--- src/rtl/irq_pkg.sv ---
package irq_pkg;
  localparam int unsigned VEC_STEP = 4;

  function automatic logic [7:0] vec_of(input int idx);
    return 8'((idx + 1) * VEC_STEP);
  endfunction
endpackage

--- src/rtl/irq_src_cell.sv ---
module irq_src_cell (
  input  logic clk_i,
  input  logic rst_ni,
  input  logic req_i,
  input  logic mask_i,
  input  logic clr_all_i,
  input  logic ack_sel_i,
  output logic posted_o,
  output logic pending_o
);
  logic req_q, post_q, pend_q;
  logic rise, move;

  assign rise = req_i & ~req_q;
  assign move = post_q & mask_i;

  always_ff @(posedge clk_i or negedge rst_ni) begin
    if (!rst_ni) begin
      req_q  <= 1'b0;
      post_q <= 1'b0;
      pend_q <= 1'b0;
    end else begin
      req_q  <= req_i;
      post_q <= rise | (post_q & ~mask_i);
      // move wins over clear-all and ack
      pend_q <= move | (pend_q & ~clr_all_i & ~ack_sel_i);
    end
  end

  assign posted_o  = post_q;
  assign pending_o = pend_q;
endmodule

--- src/rtl/irq_prio_enc.sv ---
module irq_prio_enc #(
  parameter int unsigned N_SRC = 12
) (
  input  logic [N_SRC-1:0] pend_i,
  output logic [N_SRC-1:0] sel_oh_o,
  output logic [7:0]       vec_o
);
  import irq_pkg::*;

  always_comb begin
    sel_oh_o = '0;
    vec_o    = 8'h00;
    for (int i = N_SRC - 1; i >= 0; i--) begin
      if (pend_i[i]) begin
        sel_oh_o    = '0;
        sel_oh_o[i] = 1'b1;
        vec_o       = vec_of(i);
      end
    end
  end
endmodule

--- src/rtl/irq_regbus.sv ---
module irq_regbus #(
  parameter int unsigned N_SRC  = 12,
  parameter int unsigned ADDR_W = 4,
  parameter logic [ADDR_W-1:0] A_SWEN = 'hE,
  parameter logic [ADDR_W-1:0] A_VEC  = 'hF
) (
  input  logic              clk_i,
  input  logic              rst_ni,
  input  logic [ADDR_W-1:0] addr_i,
  input  logic              rd_i,
  input  logic              wr_i,
  input  logic [7:0]        wdata_i,
  input  logic [7:0]        vec_i,
  output logic [N_SRC-1:0]  mask_o,
  output logic              swen_o,
  output logic              clr_all_o,
  output logic [7:0]        rdata_o
);
  logic [N_SRC-1:0] mask_q;
  logic             swen_q;
  logic [7:0]       rdata_q, rd_val;

  assign clr_all_o = wr_i && (addr_i == A_VEC);

  always_comb begin
    rd_val = 8'h00;
    if (addr_i == A_SWEN) rd_val = {7'b0, swen_q};
    if (addr_i == A_VEC)  rd_val = vec_i;
    for (int b = 0; b < int'(N_SRC); b++) begin
      if (addr_i == ADDR_W'(b / 8)) rd_val[b % 8] = mask_q[b];
    end
  end

  always_ff @(posedge clk_i or negedge rst_ni) begin
    if (!rst_ni) begin
      mask_q  <= '0;
      swen_q  <= 1'b0;
      rdata_q <= 8'h00;
    end else begin
      if (wr_i) begin
        for (int b = 0; b < int'(N_SRC); b++) begin
          if (addr_i == ADDR_W'(b / 8)) mask_q[b] <= wdata_i[b % 8];
        end
        if (addr_i == A_SWEN) swen_q <= wdata_i[0];
      end
      rdata_q <= rd_i ? rd_val : 8'h00;
    end
  end

  assign mask_o  = mask_q;
  assign swen_o  = swen_q;
  assign rdata_o = rdata_q;
endmodule

--- src/rtl/irq_ctrl.sv ---
module irq_ctrl #(
  parameter int unsigned N_SRC  = 12,
  parameter int unsigned ADDR_W = 4,
  parameter logic [ADDR_W-1:0] A_SWEN = 'hE,
  parameter logic [ADDR_W-1:0] A_VEC  = 'hF
) (
  input  logic              clk_i,
  input  logic              rst_ni,
  input  logic [N_SRC-1:0]  req_i,
  input  logic              glob_en_i,
  input  logic              ack_i,
  input  logic [ADDR_W-1:0] addr_i,
  input  logic              rd_i,
  input  logic              wr_i,
  input  logic [7:0]        wdata_i,
  output logic [7:0]        rdata_o,
  output logic              irq_o,
  output logic              swint_en_o
);
  localparam int unsigned N_MASK_REGS = (N_SRC + 7) / 8;

  initial begin
    if (N_SRC < 1 || N_SRC > 63) $error("N_SRC must be 1..63 so vectors fit a byte");
    if (N_MASK_REGS > int'(A_SWEN)) $error("mask bytes overlap control addresses");
  end

  logic [N_SRC-1:0] mask_w, post_w, pend_w, sel_oh_w;
  logic [7:0]       vec_w;
  logic             clr_all_w;

  irq_regbus #(
    .N_SRC(N_SRC), .ADDR_W(ADDR_W), .A_SWEN(A_SWEN), .A_VEC(A_VEC)
  ) u_regs (
    .clk_i    (clk_i),
    .rst_ni   (rst_ni),
    .addr_i   (addr_i),
    .rd_i     (rd_i),
    .wr_i     (wr_i),
    .wdata_i  (wdata_i),
    .vec_i    (vec_w),
    .mask_o   (mask_w),
    .swen_o   (swint_en_o),
    .clr_all_o(clr_all_w),
    .rdata_o  (rdata_o)
  );

  for (genvar i = 0; i < int'(N_SRC); i++) begin : g_src
    irq_src_cell u_cell (
      .clk_i    (clk_i),
      .rst_ni   (rst_ni),
      .req_i    (req_i[i]),
      .mask_i   (mask_w[i]),
      .clr_all_i(clr_all_w),
      .ack_sel_i(ack_i & sel_oh_w[i]),
      .posted_o (post_w[i]),
      .pending_o(pend_w[i])
    );
  end

  irq_prio_enc #(.N_SRC(N_SRC)) u_enc (
    .pend_i  (pend_w),
    .sel_oh_o(sel_oh_w),
    .vec_o   (vec_w)
  );

  assign irq_o = glob_en_i & (|pend_w);
endmodule

--- config.mk ---
export PLATFORM = sky130hd
export DESIGN_NAME = irq_ctrl
export DESIGN_NICKNAME = d
export VERILOG_FILES = /design/src/rtl/irq_pkg.sv /design/src/rtl/irq_src_cell.sv /design/src/rtl/irq_prio_enc.sv /design/src/rtl/irq_regbus.sv /design/src/rtl/irq_ctrl.sv
export SDC_FILE = /design/constraint.sdc
export NUM_CORES = 1
export LEC_CHECK = 0
export ABC_AREA = 1
export ABC_CLOCK_PERIOD_IN_PS = 1700
export CAP_MARGIN = 0
export CORE_MARGIN = 2
export CORE_UTILIZATION = 55
export DETAILED_ROUTE_END_ITERATION = 8
export PLACE_DENSITY = 0.8
export SLEW_MARGIN = 30
export SYNTH_ARGS = -nofsm -noshare
export SYNTH_HDL_FRONTEND = slang
export SYNTH_HIERARCHICAL = 1
export SYNTH_SLANG_ARGS = --single-unit
--- constraint.sdc ---
create_clock -name clk_i -period 1.7 [get_ports clk_i]
set_input_delay 0.425 -clock clk_i [delete_from_list [all_inputs] [get_ports clk_i]]
set_output_delay 0.425 -clock clk_i [all_outputs]
set_load 0.01 [all_outputs]
==> results.py, run 1 <==
metrics = {
    "layout": {
        "fin_nets": 458,
        "final_common_cell": "nand2_1",
        "drive_gt1_share_pct": 23.1,
        "final_cell_area_sq_mm": 0.00377,
        "syn_to_final_growth_pct": 28.6,
        "final_cell_mix": "nand2_1, inv_1, dfrtp_1, clkdlybuf4s50_1, nand3_1",
        "antenna_cells": 0,
    },
    "timing": {
        "setup_viol": 0,
        "rsz0062_at_grt": "yes",
        "fin_crit_sh_pct": 97.8,
        "fmax_mhz": 601,
        "hold_violations": 0,
        "final_max_slew_viol_count": 0,
        "skew_ns": 0.00706,
        "period_minus_slack_ns": 1.66,
    },
    "setup_path": {
        "crit_family": "buffers and inverters",
        "crit_type": "flop to output port",
        "critPathLaunch": "u_regs/rdata_o[2]$_DFF_PN0_",
        "start_kind": "flop",
        "cp_slowest_cell": "clkdlybuf4s50_1",
        "reg2reg_to": "g_src[7].u_cell/pending_o$_DFF_PN0_",
        "critPathMaxFanout": 1,
        "path_cells": "clkdlybuf4s50_1",
        "rrSetupSlack_ns": 0.25,
        "slowest_delay_ns": 0.54,
        "path_depth": 1,
        "crit_end": "rdata_o[2]",
        "crit_buf_inv": 1,
        "r2r_cells": 11,
        "cp.arrival_ns": 1.24,
        "endpoint_kind": "output port",
        "required_ns": 1.27,
        "timing.rr.start": "g_src[1].u_cell/pending_o$_DFF_PN0_",
    },
    "global_routing": {
        "grt_usage_pct": 23.1,
        "grt_pass1_wl_microns": 10600,
        "grt_max_degree": 58,
        "antenna_found_initial": 0,
        "grt-ovfl-total": 0,
        "grt_pass1_vias": 2434,
    },
    "clock_network": {
        "cts_buffers": 9,
        "tritoncts": "done",
        "root_buffer": "clkbuf_8",
        "numClockSinks": 57,
        "clockBufferDepth": 2,
        "clk-insertion-delay-late_ns": 0.34,
        "cts_htree_levels": 3,
        "cts.clk_slew.worst_paths_ns": 0.06,
    },
    "power": {
        "power_uw": 4230,
        "power_density_mw_per_mm2": 1120,
        "p_leak_uw": 0.00189,
        "peakVddDrop_v": 0.000720,
    },
    "detailed_routing": {
        "viasPerCell": 4.80,
        "avgRoutedWirePerCell_microns": 12.0,
        "drt_iter0_drc": 156,
        "dr.pass1.iters": 5,
        "vias": 2412,
        "drc_errors": 0,
        "ant_nets": 0,
        "wirelength_microns": 6010,
    },
    "place": {
        "dp_hpwl_microns": 4460,
        "routabilityCongestion": 0.839,
        "place_area_sq_mm": 0.00358,
        "io_buffer_count": 39,
    },
    "yosys": {
        "synth_ff_type": "dfrtp_1",
        "yosysWarningCount": 6,
        "synth-async-reset-ratio_pct": 100,
        "ys_seq_elements": 57,
        "syn_area_sq_mm": 0.00293,
        "synthDistinctLibCells": 30,
        "syn_inst": 358,
        "synth_area_per_cell_sq_um": 8.20,
        "seq_area_frac_synth_pct": 48.6,
        "synth_edf_count": 0,
    },
    "hold_path": {
        "hold_path.class": "primary input to async pin",
    },
    "floorplan": {
        "num_rows": 26,
        "die_h_microns": 77.0,
        "core_sq_mm": 0.00514,
        "fp.dieArea_sq_mm": 0.00594,
        "die_x_microns": 77.0,
        "initial_core_util_pct": 57.1,
        "io_pins": 40,
    },
    "flow_run": {
        "maxCapViolCount": 0,
    },
    "status": {
        "outcome": "finished, final reports clean",
    },
}
layer usage:
metal | routed length [microns] | track usage, %
met5 | 0 | 0
met4 | 108 | 11.8
met3 | 198 | 4.47
met2 | 3090 | 38.4
met1 | 2610 | 28.8
cells by family (layout without fill, tap and decap cells):
| family | Yosys count | after routing | share of synthesized area [%] |
|---|---|---|---|
| and+or+nand+nor | 165 | 165 | 28.9 |
| other | 1 | 4 | 0.128 |
| DFF | 57 | 57 | 48.6 |
| buffers and inverters | 94 | 165 | 13.3 |
| AOI/OAI and AO/OA | 41 | 41 | 9.04 |
flip-flops by register name, summed over array words and instances (netlist names):
name / cells
u_regs/rdata_o: 8
g_src.u_cell/req_q: 12
g_src.u_cell/posted_o: 12
g_src.u_cell/pending_o: 12
u_regs/swen_o: 1
u_regs/mask_o: 12
Yosys cell counts (2+ instances only):
cell type	number	area, sq um
inv_1	76	285
inv_2	7	26.3
o21ai_0	10	50.1
nand2_1	84	315
o211ai_1	3	22.5
nor4_2	3	37.5
a21oi_1	11	55.1
nor3_1	4	20.0
o21ai_2	12	105
o21ai_1	4	20.0
nor2_2	2	12.5
buf_4	6	45.0
nor2_4	8	90.1
nand2_2	15	93.8
nor2_1	16	60.1
nand3_1	24	120
nand2_4	4	45.0
dfrtp_1	57	1430
per-stage QoR:
stage / cells / TNS (ns) / worst slack [ns] / utilization, % / hold WS [ns]
5_1_grt: 502 / -0.0519 / -0.0519 / 73.4 / 0.0926
6_report: 502 / 0 / 0.0373 / 73.4 / 0.0753
3_5_place_dp: 486 / -3.74 / -0.291 / 69.7 / 0.423
2_1_floorplan: 361 / 0 / 0.187 / - / 0.129
3_3_place_gp: 486 / -2.10 / -0.277 / 69.7 / 0.415
4_1_cts: 502 / 0 / 0.00999 / 73.3 / 0.0846
cell type report:
class	count	area, sq um
timing repair buffer	65	616
fill	415	1370
multi-input combinational	210	1130
sequential	57	1430
clock buffer	13	169
clock inverter	2	12.5
inverter	85	327
tap	70	87.6
worst min-delay path by stage:
stage	from	endpoint	slack (ns)	depth (start not counted)
final	rst_ni	g_src[11].u_cell/pending_o$_DFF_PN0_	0.08	2
after global routing	rst_ni	g_src[10].u_cell/posted_o$_DFF_PN0_	0.09	2
after CTS	rst_ni	g_src[10].u_cell/pending_o$_DFF_PN0_	0.08	2
after detailed placement	g_src[3].u_cell/req_q$_DFF_PN0_	g_src[3].u_cell/posted_o$_DFF_PN0_	0.42	1
after global placement	g_src[2].u_cell/req_q$_DFF_PN0_	g_src[2].u_cell/posted_o$_DFF_PN0_	0.41	1
after floorplan	rst_ni	g_src[0].u_cell/pending_o$_DFF_PN0_	0.13	0
report_power, final:
group	leakage, uW	internal (uW)	switching (uW)
registers	0.000674	1610	179
logic	0.00112	543	744
clock network	0.0000915	638	517
what timing repair did:
item,4_1_cts,5_1_grt
setup endpoints to repair,1,2
pin swaps,1,1
hold buffers,0,0
cloned,0,0
buffers inserted,1,0
gates resized for setup,6,1
(Power assumes the default switching activity.)
==> run 2: changes to the inputs <==
--- a/config.mk
+++ b/config.mk
@@ -17,3 +17,4 @@
 export SYNTH_HDL_FRONTEND = slang
 export SYNTH_HIERARCHICAL = 1
 export SYNTH_SLANG_ARGS = --single-unit
+export TNS_END_PERCENT = 5
==> results of run 2 <==
No change in the layout: final DEF, timing and power equal those of run 1.
==> run 3: changes to the inputs <==
--- a/config.mk
+++ b/config.mk
@@ -11,7 +11,7 @@
 export CORE_MARGIN = 2
 export CORE_UTILIZATION = 55
 export DETAILED_ROUTE_END_ITERATION = 8
-export PLACE_DENSITY = 0.8
+export PLACE_DENSITY = 0.92
 export SLEW_MARGIN = 30
 export SYNTH_ARGS = -nofsm -noshare
 export SYNTH_HDL_FRONTEND = slang
==> results.py, run 3 (same netlist as run 1, synthesis figures left out) <==
metrics = {
    "clock_network": {
        "numClockSinks": 57,
        "clockBufferDepth": 2,
        "root_buffer": "clkbuf_8",
        "cts_buffers": 9,
        "cts.clk_slew.worst_paths_ns": 0.07,
        "cts_htree_levels": 3,
        "tritoncts": "done",
        "clk-insertion-delay-late_ns": 0.33,
    },
    "place": {
        "routabilityCongestion": 0.882,
        "dp_hpwl_microns": 4700,
        "io_buffer_count": 39,
    },
    "global_routing": {
        "grt_max_degree": 32,
        "grt-ovfl-total": 0,
        "grt_pass1_wl_microns": 11200,
        "antenna_found_initial": 0,
        "grt_usage_pct": 24.3,
        "grt_pass1_vias": 2600,
    },
    "timing": {
        "fin_crit_sh_pct": 96.7,
        "final_max_slew_viol_count": 0,
        "fmax_mhz": 608,
        "hold_violations": 0,
        "whs_ns": 0.427,
        "setup_viol": 0,
        "skew_ns": 0.00735,
        "period_minus_slack_ns": 1.64,
        "rsz0062_at_grt": "yes",
        "setup_tns_ns": 0,
    },
    "setup_path": {
        "rrSetupSlack_ns": 0.22,
        "cp_slowest_cell": "clkdlybuf4s50_1",
        "reg2reg_to": "g_src[4].u_cell/pending_o$_DFF_PN0_",
        "cp.arrival_ns": 1.22,
        "slowest_delay_ns": 0.53,
        "endpoint_kind": "output port",
        "path_depth": 1,
        "crit_family": "buffers and inverters",
        "crit_type": "flop to output port",
        "start_kind": "flop",
        "path_cells": "clkdlybuf4s50_1",
        "required_ns": 1.27,
        "timing.rr.start": "g_src[1].u_cell/pending_o$_DFF_PN0_",
        "r2r_cells": 11,
        "critPathMaxFanout": 1,
        "crit_buf_inv": 1,
    },
    "power": {
        "sequentialPowerShare_pct": 40.9,
        "pwr-share-comb_pct": 30.4,
        "pwr-share-clk_pct": 28.7,
        "power_density_mw_per_mm2": 1150,
        "p_int_uw": 2860,
        "netSwitchingFraction_pct": 34.4,
        "p_leak_uw": 0.00190,
        "p_sw_uw": 1500,
        "peakVddDrop_v": 0.000728,
    },
    "floorplan": {
        "die_h_microns": 77.0,
        "fp.dieArea_sq_mm": 0.00594,
        "die_x_microns": 77.0,
        "io_pins": 40,
        "initial_core_util_pct": 57.1,
        "num_rows": 26,
        "core_sq_mm": 0.00514,
    },
    "hold_path": {
        "hp-start": "g_src[9].u_cell/req_q$_DFF_PN0_",
        "whs_path_depth": 1,
        "whs_endpoint": "g_src[9].u_cell/posted_o$_DFF_PN0_",
        "hold_path.class": "flop to flop",
    },
    "detailed_routing": {
        "dr.pass1.iters": 4,
        "drt_iter0_drc": 152,
        "top_layer": "met4",
        "avgRoutedWirePerCell_microns": 12.8,
        "ant_nets": 0,
        "wl_met1_microns": 2620,
        "wirelength_microns": 6460,
        "route.met2.wl_microns": 3330,
        "vias": 2484,
        "drc_errors": 0,
        "dr_wl_met3_microns": 345,
        "viasPerCell": 4.93,
    },
    "layout": {
        "syn_to_final_growth_pct": 29.4,
        "drive_gt1_share_pct": 23.3,
        "final_common_cell": "nand2_1",
        "fin_nets": 459,
        "register_area_sq_mm": 0.00143,
        "final_cell_mix": "nand2_1, inv_1, dfrtp_1, clkdlybuf4s50_1, nand3_1",
        "num-fill-cells": 343,
        "antenna_cells": 0,
        "multi_input_area_sq_mm": 0.00113,
    },
    "status": {
        "outcome": "finished, final reports clean",
    },
    "flow_run": {
        "maxCapViolCount": 0,
    },
}
run 3: repair_timing:
| action | CTS | global route |
|---|---|---|
| setup buffers | 0 | 0 |
| resized for setup | 5 | 1 |
| cloned | 0 | 0 |
| hold buffers | 1 | 0 |
| endpoints found under the setup margin | 1 | 2 |
| pin swaps | 4 | 0 |
| endpoints found under the hold margin | 14 | 0 |
run 3: power by group through the flow:
stage               Clock (uW)  Combinational, uW  Sequential, uW
floorplan                    0                763            1850
global placement             0               1230            1780
detailed placement           0               1290            1800
CTS                       1280               1310            1780
global route              1340               1460            1810
finish                    1250               1320            1780
run 3: per-layer routing:
layer | vias up | GRT usage [%]
li1 | 1227 | -
met1 | 1160 | 28.3
met2 | 79 | 41.1
met3 | 18 | 7.18
met4 | 0 | 11.8
met5 | - | 0
run 3: worst max path at each step:
| stage | slack, ns | end | start |
|---|---|---|---|
| global placement | -0.28 | irq_o | glob_en_i |
| CTS | 0.01 | swint_en_o | u_regs/swen_o$_DFFE_PN0P_ |
| global route | -0.05 | irq_o | g_src[3].u_cell/pending_o$_DFF_PN0_ |
| finish | 0.06 | rdata_o[2] | u_regs/rdata_o[2]$_DFF_PN0_ |
| floorplan | 0.19 | g_src[3].u_cell/pending_o$_DFF_PN0_ | wr_i |
| detailed placement | -0.30 | irq_o | glob_en_i |
run 3: stage by stage:
step                      utilization (%)  worst slack, ns  cells  area (sq um)  total power, uW
after floorplan                         -            0.187    361          2950             2610
after global placement               69.9           -0.277    487          3590             3010
after detailed placement             69.9           -0.297    487          3590             3080
after CTS                            73.8           0.0114    504          3790             4380
after global routing                 73.9          -0.0525    504          3800             4610
final                                73.9           0.0555    504          3800             4360
run 3: cell type report:
cell class / instances / share of cell area [%]
clock buffers: 11 / 3.72
clock inverters: 5 / 1.45
inverters: 85 / 8.60
multi-input cells: 210 / 29.9
flip-flops and latches: 57 / 37.6
well taps: 70 / 2.31
repair buffers: 66 / 16.5
